$ cat src/rtl/dpc_pkg.sv
package dpc_pkg;

  typedef enum logic [1:0] {
    SIDE_NONE  = 2'd0,
    SIDE_LEFT  = 2'd1,
    SIDE_RIGHT = 2'd2
  } side_e;

  // Both ports enabled on one address.
  function automatic logic addr_hit(input logic en_a, input logic en_b,
                                    input logic [63:0] a, input logic [63:0] b);
    return en_a && en_b && (a == b);
  endfunction

  // Winner of a collision that starts this cycle, from the previous cycle's history.
  function automatic side_e first_arrival(input logic l_was_en, input logic r_was_en,
                                          input logic l_moved, input logic r_moved);
    if (l_was_en && r_was_en) begin
      // address-match case: the port that stayed put got there first
      if (l_moved && !r_moved) return SIDE_RIGHT;
      return SIDE_LEFT;
    end
    // enable case: the port already enabled got there first
    if (r_was_en && !l_was_en) return SIDE_RIGHT;
    return SIDE_LEFT;
  endfunction

endpackage

$ cat src/rtl/dpc_port_hist.sv
module dpc_port_hist #(
  parameter int AW = 8
) (
  input  logic          clk,
  input  logic          rst_n,
  input  logic          en,
  input  logic [AW-1:0] addr,
  output logic          was_en,
  output logic          addr_moved
);
  logic [AW-1:0] prev_addr;

  always_ff @(posedge clk) begin
    if (!rst_n) begin
      was_en    <= 1'b0;
      prev_addr <= '0;
    end else begin
      was_en    <= en;
      prev_addr <= addr;
    end
  end

  assign addr_moved = (addr != prev_addr);
endmodule

$ cat src/rtl/dpc_owner.sv
module dpc_owner
  import dpc_pkg::*;
(
  input  logic  clk,
  input  logic  rst_n,
  input  logic  coll,
  input  side_e fresh,
  output side_e owner
);
  side_e held_side;

  always_comb begin
    if (!coll)                       owner = SIDE_NONE;
    else if (held_side != SIDE_NONE) owner = held_side;
    else                             owner = fresh;
  end

  always_ff @(posedge clk) begin
    if (!rst_n) held_side <= SIDE_NONE;
    else        held_side <= owner;
  end
endmodule

$ cat src/rtl/dpc_port_out.sv
module dpc_port_out (
  input  logic clk,
  input  logic rst_n,
  input  logic lose,
  input  logic en,
  input  logic wr,
  output logic busy_n,
  output logic wr_ok,
  output logic rd_ok
);
  always_ff @(posedge clk) begin
    if (!rst_n) begin
      busy_n <= 1'b1;
      wr_ok  <= 1'b0;
      rd_ok  <= 1'b0;
    end else begin
      busy_n <= !lose;
      wr_ok  <= en && wr && !lose;
      rd_ok  <= en && !wr;
    end
  end
endmodule

$ cat src/rtl/dpcoll_arb.sv
module dpcoll_arb
  import dpc_pkg::*;
#(
  parameter int AW = 8
) (
  input  logic          clk,
  input  logic          rst_n,
  input  logic          lead_sel,
  input  logic          left_en,
  input  logic          left_wr,
  input  logic [AW-1:0] left_addr,
  input  logic          right_en,
  input  logic          right_wr,
  input  logic [AW-1:0] right_addr,
  input  logic          left_hold_in_n,
  input  logic          right_hold_in_n,
  output logic          left_busy_n,
  output logic          right_busy_n,
  output logic          left_wr_ok,
  output logic          right_wr_ok,
  output logic          left_rd_ok,
  output logic          right_rd_ok
);
  localparam int NP = 2;  // index 0 = left, 1 = right

  logic [NP-1:0] en_v, wr_v, was_en, moved, hold_n;
  logic [NP-1:0] lose_int, lose_eff, busy_v, wr_ok_v, rd_ok_v;
  logic [AW-1:0] addr_v [NP];
  logic          coll;
  side_e         fresh, owner;

  assign en_v   = {right_en, left_en};
  assign wr_v   = {right_wr, left_wr};
  assign hold_n = {right_hold_in_n, left_hold_in_n};
  assign addr_v[0] = left_addr;
  assign addr_v[1] = right_addr;

  for (genvar g = 0; g < NP; g++) begin : g_port
    dpc_port_hist #(.AW(AW)) u_hist (
      .clk(clk), .rst_n(rst_n), .en(en_v[g]), .addr(addr_v[g]),
      .was_en(was_en[g]), .addr_moved(moved[g])
    );
    dpc_port_out u_out (
      .clk(clk), .rst_n(rst_n), .lose(lose_eff[g]), .en(en_v[g]), .wr(wr_v[g]),
      .busy_n(busy_v[g]), .wr_ok(wr_ok_v[g]), .rd_ok(rd_ok_v[g])
    );
  end

  assign coll  = addr_hit(left_en, right_en, 64'(left_addr), 64'(right_addr));
  assign fresh = first_arrival(was_en[0], was_en[1], moved[0], moved[1]);

  dpc_owner u_owner (
    .clk(clk), .rst_n(rst_n), .coll(coll), .fresh(fresh), .owner(owner)
  );

  assign lose_int[0] = (owner == SIDE_RIGHT);
  assign lose_int[1] = (owner == SIDE_LEFT);
  assign lose_eff    = lead_sel ? lose_int : ~hold_n;

  assign left_busy_n  = busy_v[0];
  assign right_busy_n = busy_v[1];
  assign left_wr_ok   = wr_ok_v[0];
  assign right_wr_ok  = wr_ok_v[1];
  assign left_rd_ok   = rd_ok_v[0];
  assign right_rd_ok  = rd_ok_v[1];
endmodule

$ cat config.mk
export PLATFORM = sky130hd
export DESIGN_NAME = dpcoll_arb
export DESIGN_NICKNAME = d
export VERILOG_FILES = /design/src/rtl/dpc_pkg.sv /design/src/rtl/dpc_port_hist.sv /design/src/rtl/dpc_owner.sv /design/src/rtl/dpc_port_out.sv /design/src/rtl/dpcoll_arb.sv
export SDC_FILE = /design/constraint.sdc
export NUM_CORES = 1
export LEC_CHECK = 0
export CORE_ASPECT_RATIO = 0.9
export CORE_MARGIN = 5
export CORE_UTILIZATION = 41
export DETAILED_ROUTE_END_ITERATION = 10
export GPL_TIMING_DRIVEN = 0
export PLACE_DENSITY = 0.74
export SETUP_SLACK_MARGIN = 0.2
export SLEW_MARGIN = 30
export SYNTH_ARGS = -nofsm -noshare
export SYNTH_HDL_FRONTEND = slang
export SYNTH_SLANG_ARGS = --single-unit
$ cat constraint.sdc
create_clock -name clk -period 1.5 [get_ports clk]
set_input_delay 0.3 -clock clk [delete_from_list [all_inputs] [get_ports clk]]
set_output_delay 0.3 -clock clk [all_outputs]
set_load 0.03 [all_outputs]
### Yosys cells after proc, flatten, opt, wreduce, memory -nomap -nowiden

Index checks and enable logic that the tools add are counted.

| word-level totals | value |
|---|---|
| register bits after elaboration | 26 |
| input bits | 25 |
| output and inout port bits | 6 |
| logic and storage cells | 49 |

| operators by class | value |
|---|---|
| eq/ne operators | 5 |
| multiplexer cells | 14 |
| bitwise logic cells | 1 |
| reduce and logical (&&, ||, !) cells | 18 |

Operators by type and width:

| kind | count |
|---|---|
| 2-to-1 mux 2 bit | 9 |
| inequality test 8 bit | 2 |
| logical AND 1 bit | 11 |
| == test 8 bit | 1 |
| logical NOT 1 bit | 6 |
| 2-to-1 mux 1 bit | 5 |
| == test 2 x 1 -> 1 bit, second input constant | 1 |
| == test 2 bit, second input constant | 1 |
| inverter 2 bit | 1 |
| nonzero test 2 bit | 1 |

### Logic depth before layout (Yosys ltp)

Gate-level depths: netlist (run 1).

| logic depth | value |
|---|---|
| depth after elaboration | 16 |
| depth in mapped cells | 5 |
| gate-level depth less buffers | 5 |

### Cells and area by module

A second synthesis (run 1) with hierarchy kept.

| second synthesis, totals | value |
|---|---|
| cells, all modules | 99 |
| area, all modules | 1042.2 µm² |

By module, submodules not included:

| module | times used | cells each | area each (µm²) | sequential area each (µm²) |
|---|---|---|---|---|
| dpc_port_hist | 2 | 29 | 324.1 | 180.2 |
| dpc_port_out | 2 | 6 | 82.6 | 60.1 |
| dpcoll_arb | 1 | 20 | 137.6 | 0.0 |
| dpc_owner | 1 | 9 | 91.3 | 40.0 |

### Least setup slack after synthesis (run 1)

No wires, ideal clock.

| timing path | value |
|---|---|
| kind | in2reg |
| start | input port left_addr[7] |
| end | register g_port[1].u_out.busy_n |
| library setup time | 0.124 ns |
| arrival | 1.475 ns |
| data required time | 1.376 ns |
| slack | -0.099 ns |
| stages on the path | 5 |
| path buffers | 0 |
| cell sequence | xor2_1 > or4_1 > nor3_2 > and3_1 > a22oi_1 |

| between the ends | value |
|---|---|
| cells in the longest elaborated chain, start to end | 14 |
| elaborated cells between the ends (all ways) | 16 |
| classes of those cells | 3 x eq/ne; 10 x mux; 3 x reduce/logical |

RTL lines:

| element | line | RTL |
|---|---|---|
| start, declared | dpcoll_arb.sv:11 | `input logic [AW-1:0] left_addr,` |
| inequality test 8 bit | dpc_port_hist.sv:23 | `assign addr_moved = (addr != prev_addr);` |
| logical AND 1 bit | dpc_pkg.sv:20 | `if (l_moved && !r_moved) return SIDE_RIGHT;` |
| 2-to-1 mux 1 bit | dpc_pkg.sv:20 |  |
| 2-to-1 mux 1 bit | dpc_pkg.sv:18 | `if (l_was_en && r_was_en) begin` |
| 2-to-1 mux 2 bit | dpc_pkg.sv:21 | `return SIDE_LEFT;` |
| 2-to-1 mux 2 bit | dpc_pkg.sv:18 |  |
| 2-to-1 mux 2 bit | dpc_pkg.sv:24 | `if (r_was_en && !l_was_en) return SIDE_RIGHT;` |
| 2-to-1 mux 2 bit | dpc_pkg.sv:25 | `return SIDE_LEFT;` |
| 2-to-1 mux 2 bit | dpc_pkg.sv:24 |  |
| 2-to-1 mux 2 bit | dpc_owner.sv:14 | `else if (held_side != SIDE_NONE) owner = held_side;` |
| 2-to-1 mux 2 bit * | dpc_owner.sv:13 | `if (!coll) owner = SIDE_NONE;` |
| == test 2 x 1 -> 1 bit * | dpcoll_arb.sv:57 | `assign lose_int[1] = (owner == SIDE_LEFT);` |
| 2-to-1 mux 2 bit * | dpcoll_arb.sv:58 | `assign lose_eff = lead_sel ? lose_int : ~hold_n;` |
| logical NOT 1 bit * | dpc_port_out.sv:17 | `busy_n <= !lose;` |
| end signal, assigned | dpc_port_out.sv:17 |  |
| end, declared | dpc_port_out.sv:7 | `output logic busy_n,` |

Every way passes the cells marked *; elsewhere a longest branch is shown, timed or not. The select of a mux whose other input is x is not followed.
A chain may end at the register's enable or synchronous reset.

### Worst setup path after layout (run 1)

| timing path | value |
|---|---|
| start | register g_port[1].u_hist.prev_addr[1] |
| end | register g_port[1].u_out.busy_n |

| between the ends | value |
|---|---|
| cells in the longest elaborated chain, start to end | 15 |

RTL lines:

| element | line | RTL |
|---|---|---|
| start, declared | dpc_port_hist.sv:11 | `logic [AW-1:0] prev_addr;` |
| start signal, assigned | dpc_port_hist.sv:19 | `prev_addr <= addr;` |
| inequality test 8 bit * | dpc_port_hist.sv:23 |  |
| logical NOT 1 bit * | dpc_pkg.sv:20 |  |
| logical AND 1 bit * | dpc_pkg.sv:20 |  |
| 2-to-1 mux 1 bit * | dpc_pkg.sv:20 |  |
| 2-to-1 mux 1 bit * | dpc_pkg.sv:18 |  |
| 2-to-1 mux 2 bit * | dpc_pkg.sv:21 |  |
| 2-to-1 mux 2 bit * | dpc_pkg.sv:18 |  |
| 2-to-1 mux 2 bit | dpc_pkg.sv:24 |  |
| 2-to-1 mux 2 bit | dpc_pkg.sv:25 |  |
| 2-to-1 mux 2 bit * | dpc_pkg.sv:24 |  |
| 2-to-1 mux 2 bit * | dpc_owner.sv:14 |  |
| 2-to-1 mux 2 bit * | dpc_owner.sv:13 |  |
| == test 2 x 1 -> 1 bit * | dpcoll_arb.sv:57 |  |
| 2-to-1 mux 2 bit * | dpcoll_arb.sv:58 |  |
| logical NOT 1 bit * | dpc_port_out.sv:17 |  |

Marked as above.

==> impl_metrics.toml, run 1 <==
[cts]
cts-root-buf = "clkbuf_4"
clkSlewWorstSetupHoldPaths_ps = 130
h-tree-depth = 1
tritoncts = "built"
clock_sinks = 26
cts_inserted_buffers = 3
clock_latency_ps = 320
hold_buffers = 0
max-clock-path-buffers = 2

[worst_setup_path]
slowest_delay_ps = 370
slowest_stage = "o311a_1"
worstSetupStartpointType = "flop"
arrival_ps = 1790
path_cells = "xor2_1 > nor4_1 > o211ai_1 > o311a_1 > a22oi_2"
cpLargestDelayFamily = "compound AO/OA/AOI/OAI gates"
end_kind = "flop"
critical_path_class = "reg -> reg"
cp_max_fo = 3
cp.required_ps = 1750
path_buf_inv = 0

[synthesis]
synth_compound_area_share_pct = 5.16
synthArstFlopShare_pct = 0
yosys-top-cells-count = "dfxtp_1, and2_1, xnor2_1, xor2_1, nor2_1"
yosysWarnings = 0
yosys.area.top_type = "dfxtp_1"
synthSimpleGateAreaFrac_pct = 22.9
synth-xor-area-share_pct = 20.1
synth_seq_cells = 26
synth-main-ff-cell = "dfxtp_1"
yosys.area.top_type_share_pct = 49.9
synth_fp_nets = 125
avgSynthCellArea_um2 = 10.4
synth_mux_area_share_pct = 0
synth_area_leaders = "dfxtp_1, xnor2_1, and2_1"
synth_cell_types = 25
synth_cells = 100
synthAdderAreaFrac_pct = 0
yosysMostFrequentCell = "dfxtp_1"
ys_seq_area_share_pct = 49.9
syn-cell-area_um2 = 1040
synth_top_family_by_area = "simple AND/OR/NAND/NOR gates"
synth_edf_count = 0

[floorplanning]
start_util_pct = 42.7
ios = 31
core_um2 = 2450
placementRows = 17
die_y_um = 57.9
die_x_um = 63.2
die_area_um2 = 3660

[sta]
whs_ps = 368
setup_violations = 4
slew_headroom_pct = 77.9
final_max_slew_viol_count = 0
rsz0062_at_grt = "true"
hold_viol_final = 0
setup_tns_ps = -120
worstMarginPinSlew_ps = 332
fin_skew_ps = 2.64
fmax_mhz = 649
min_period_ps = 1540
fin_ws_ps = -41.0
period_share_pct = 103

[grt]
grt_pass1_wl_mm = 3.49
first_global_vias = 843
overflow = 0
grtUsageTotal_pct = 11.6
grt_max_degree = 15
antenna_found_initial = 0

[outcome]
violations = "setup timing"
status = "finished with violations"

[route]
wl_met3_um = 143
wirelength_mm = 2.08
top_layer_used = "met4"
met1Wirelength_um = 883
firstDrtPassIters = 5
remaining_drc_errors = 0
drt_iter0_drc = 13
wire_per_inst_um = 12.8
viasPerCell = 4.86
vias = 792
route.met2.wl_mm = 1.05
ant_nets = 0

[pwr]
p_per_area_nw_per_um2 = 892
vdd_drop_max_v = 0.000754
p_leak_nw = 0.578

[cells_and_area]
nets = 161
layout-drive-gt1-share_pct = 17.0
area_growth_pct = 39.3
fill_cells = 221
antennaDiodeCount = 0

[placed_design]
port_buffers = 30
gp_congestion = 0.711
dp_hpwl_mm = 1.59

[flow_run]
cap_violations = 0

[min_path]
worst_hold_path_type = "in -> reg"
[path summary, 6_finish.rpt]
| check | cells past startpoint | slack (ps) | endpoint | startpoint |
|---|---|---|---|---|
| worst min-delay path | 2 | 370 | g_port[1].u_hist.prev_addr[1]$_SDFF_PN0_ | right_addr[1] |
| worst max register to register | 5 | -40 | g_port[1].u_out.busy_n$_SDFF_PN1_ | g_port[1].u_hist.prev_addr[1]$_SDFF_PN0_ |
| worst min register to register | 2 | 590 | u_owner.held_side[0]$_SDFF_PN0_ | u_owner.held_side[0]$_SDFF_PN0_ |
| worst max-delay path | 5 | -40 | g_port[1].u_out.busy_n$_SDFF_PN1_ | g_port[1].u_hist.prev_addr[1]$_SDFF_PN0_ |
[power breakdown]
part / switching, W / internal (W)
Combinational: 0.0000958 / 0.000118
Clock: 0.000199 / 0.000148
Sequential: 0.0000126 / 0.000723
Total: 0.000307 / 0.000989
[metal layers]
layer / track usage (%) / vias to the layer above
li1: - / 398
met1: 13.1 / 363
met2: 22.0 / 29
met3: 4.26 / 2
met4: 0.890 / 0
met5: 0 / -
[layout make-up]
type	instances	area (µm²)	area share [%]
plain buffers	2	12.5	0.861
clock buffers	4	36.3	2.50
inverters	2	7.51	0.516
multi-input cells	70	536	36.8
flip-flops and latches	26	523	36.0
well taps	28	35.0	2.41
repair buffers	31	304	20.9
[sequential cells by signal, indices dropped and copies added, names as in the netlist]
signal,count
g_port.u_out.wr_ok,2
g_port.u_out.rd_ok,2
g_port.u_hist.prev_addr,16
u_owner.held_side,2
g_port.u_out.busy_n,2
g_port.u_hist.was_en,2
[repair_timing]
action	CTS	global route
gates resized for setup	35	3
pin swaps	10	9
setup buffers	1	0
gates cloned	0	0
setup endpoints to repair	12	6
[layout by cell type (no fill, tap or decap)]
cell type / instances
dfxtp_1: 24
and2_1: 17
xnor2_1: 13
clkdlybuf4s50_1: 13
xor2_1: 11
dlygate4sd2_1: 9
clkdlybuf4s15_2: 6
nor2_1: 5
clkbuf_4: 3
buf_4: 2
nand2_1: 2
inv_1: 2
nand4_1: 2
nor2b_1: 2
nand3b_1: 2
a31oi_1: 2
dfxtp_2: 2
clkdlybuf4s15_1: 2
buf_2: 1
or4_4: 1
nand2_4: 1
nand3_1: 1
nor3_4: 1
nor4_2: 1
nor4_1: 1
o211ai_1: 1
a311oi_2: 1
or3_1: 1
o311a_1: 1
and2_2: 1
and3_4: 1
a22oi_1: 1
a22oi_2: 1
clkbuf_8: 1
[cells by family (layout without fill, tap and decap cells)]
logic type | after synthesis | after routing
DFF | 26 | 26
and+or+nand+nor | 39 | 39
xor gates and xnor gates | 24 | 24
AOI/OAI and AO/OA | 7 | 7
buffers and inverters | 4 | 39
[worst register-to-register path, cell delays in order (launching register included)]
cell	delay, ps
dfxtp_2	340
xor2_1	150
nor4_1	270
o211ai_1	180
o311a_1	370
a22oi_2	170
[through the flow]
step                instance area, µm²  instances  power (W)  util, %  worst slack (ps)
finish                            1450        163    0.00130     59.4             -41.0
CTS                               1440        163    0.00131     58.9              -134
global route                      1450        163    0.00136     59.4              -176
floorplan                         1050        100   0.000858        -             -52.5
detailed placement                1390        158   0.000970     56.6              -705
global placement                  1390        158   0.000967     56.6              -675
No activity file was read; power rests on OpenSTA's default activity.
==> inputs of run 2 (changes only) <==
SKIP_CTS_REPAIR_TIMING = 1   (was unset)
==> run 2 against run 1 <==
  * The flow still finishes with violations (setup timing)
  * Power rose by 0.72%
  * Via count rose by 0.38%
  * Clock power barely moved
  * Critical endpoint unchanged
==> impl_metrics.toml, run 2 (synthesized netlist as in run 1, its figures left out) <==
[outcome]
status = "finished with violations"
violations = "setup timing"

[route]
wirelength_mm = 2.15
firstDrtPassIters = 4
vias = 795
ant_nets = 0
drt_iter0_drc = 15
wire_per_inst_um = 13.2
remaining_drc_errors = 0
viasPerCell = 4.88

[worst_setup_path]
regToRegSetupSlack_ps = -80
critical_path_class = "in -> reg"
arrival_ps = 1830
r2r-start = "g_port[1].u_hist.prev_addr[3]$_SDFF_PN0_"
regToRegEndpoint = "g_port[1].u_out.busy_n$_SDFF_PN1_"
cp_max_fo = 4
cp.required_ps = 1720
worstSetupStartpointType = "input port"
r2r_cells = 5
end_kind = "flop"

[grt]
grt_pass1_wl_mm = 3.34
overflow = 0
first_global_vias = 822
grt_max_degree = 15
antenna_found_initial = 0
grtUsageTotal_pct = 11.2

[sta]
worstMarginPinSlew_ps = 322
period_share_pct = 107
fin_ws_ps = -109
whs_ps = 286
hold_viol_final = 0
final_max_slew_viol_count = 0
setup_violations = 4
slew_headroom_pct = 78.5
fmax_mhz = 621
fin_skew_ps = 3.15
rsz0062_at_grt = "true"
min_period_ps = 1610

[cts]
clock_sinks = 26
max-clock-path-buffers = 2
clkSlewWorstSetupHoldPaths_ps = 130
h-tree-depth = 1
cts_inserted_buffers = 3
clock_latency_ps = 320
tritoncts = "built"
cts-root-buf = "clkbuf_4"

[min_path]
worst_hold_path_type = "in -> reg"
holdPathStages = 2
hold_end = "g_port[1].u_hist.prev_addr[5]$_SDFF_PN0_"
hp-start = "right_addr[5]"

[placed_design]
dp_hpwl_mm = 1.59
gp_congestion = 0.711
port_buffers = 30

[cells_and_area]
nets = 161
top_register = "g_port.u_hist.prev_addr"
layout-drive-gt1-share_pct = 11.1
area_growth_pct = 43.3
antennaDiodeCount = 0
layout_commonest_cell = "dfxtp_1"
largest_register_ffs = 16
layout_common_cells = "dfxtp_1, and2_1, dlymetal6s2s_1"

[pwr]
clkPwrFrac_pct = 26.7
vdd_drop_max_v = 0.000728
p_leak_nw = 0.722
power_switching_share_pct = 23.7
internal_power_w = 0.000996
comb_power_share_pct = 17.0
sequentialPowerShare_pct = 56.3
p_per_area_nw_per_um2 = 873
p_sw_w = 0.000310
power.total_w = 0.00131

[floorplanning]
ios = 31
start_util_pct = 42.7
placementRows = 17
die_x_um = 63.2
die_y_um = 57.9
core_um2 = 2450
die_area_um2 = 3660

[flow_run]
cap_violations = 0
run 2: changes by cell type in the layout (fill, tap and decap cells not counted):
cell and change:
dlygate4sd2_1 -9, clkdlybuf4s15_2 -6, dfxtp_2 -2, clkdlybuf4s50_1 +1, clkdlybuf4s15_1 -2, dfxtp_1 +2
dlymetal6s2s_1 +16
run 2: worst max-delay path by stage:
stage	start	end	slack, ps
global route	g_port[1].u_hist.prev_addr[3]$_SDFF_PN0_	g_port[1].u_out.wr_ok$_SDFF_PN0_	-210
floorplan	right_addr[3]	g_port[1].u_out.busy_n$_SDFF_PN1_	-50
global placement	right_addr[3]	g_port[1].u_out.busy_n$_SDFF_PN1_	-680
finish	left_en	g_port[1].u_out.busy_n$_SDFF_PN1_	-110
detailed placement	right_addr[3]	g_port[1].u_out.busy_n$_SDFF_PN1_	-710
CTS	right_addr[3]	g_port[1].u_out.busy_n$_SDFF_PN1_	-350
run 2: area by class of cell:
type / count / area [µm²]
clock buffer: 4 / 36.3
tap: 28 / 35.0
multi-input combinational: 70 / 536
inverter: 2 / 7.51
sequential: 26 / 520
fill: 212 / 951
buffer: 2 / 12.5
timing repair buffer: 31 / 348
run 2: power groups by stage:
| stage | clock network (W) | registers (W) | logic [W] |
|---|---|---|---|
| CTS | 0.000356 | 0.000736 | 0.000221 |
| finish | 0.000348 | 0.000735 | 0.000222 |
| global route | 0.000386 | 0.000739 | 0.000242 |
| floorplan | 0 | 0.000762 | 0.0000957 |
| detailed placement | 0 | 0.000751 | 0.000219 |
| global placement | 0 | 0.000750 | 0.000217 |
run 2: worst max-delay path, cell delays in order:
cell and delay (ps):
clkdlybuf4s50_1 470, nand2_1 60, or4_4 430, nor3_4 260
and3_4 230, a22oi_2 70
run 2: per-layer routing:
metal / GRT usage (%) / vias up / routed length [µm]
met3: 4.07 / 2 / 109
li1: - / 399 / -
met5: 0 / - / 0
met2: 20.5 / 27 / 1090
met1: 12.7 / 367 / 945
met4: 1.78 / 0 / 6
run 2: stage by stage:
step	util, %	instance area, µm²	cells	setup TNS (ps)	worst slack (ps)
final	61.1	1500	163	-303	-109
after global routing	61.1	1500	163	-937	-210
after CTS	58.1	1420	162	-2120	-351
after detailed placement	56.6	1390	158	-3470	-705
after global placement	56.6	1390	158	-3360	-675
after floorplan	-	1050	100	-96.7	-52.5
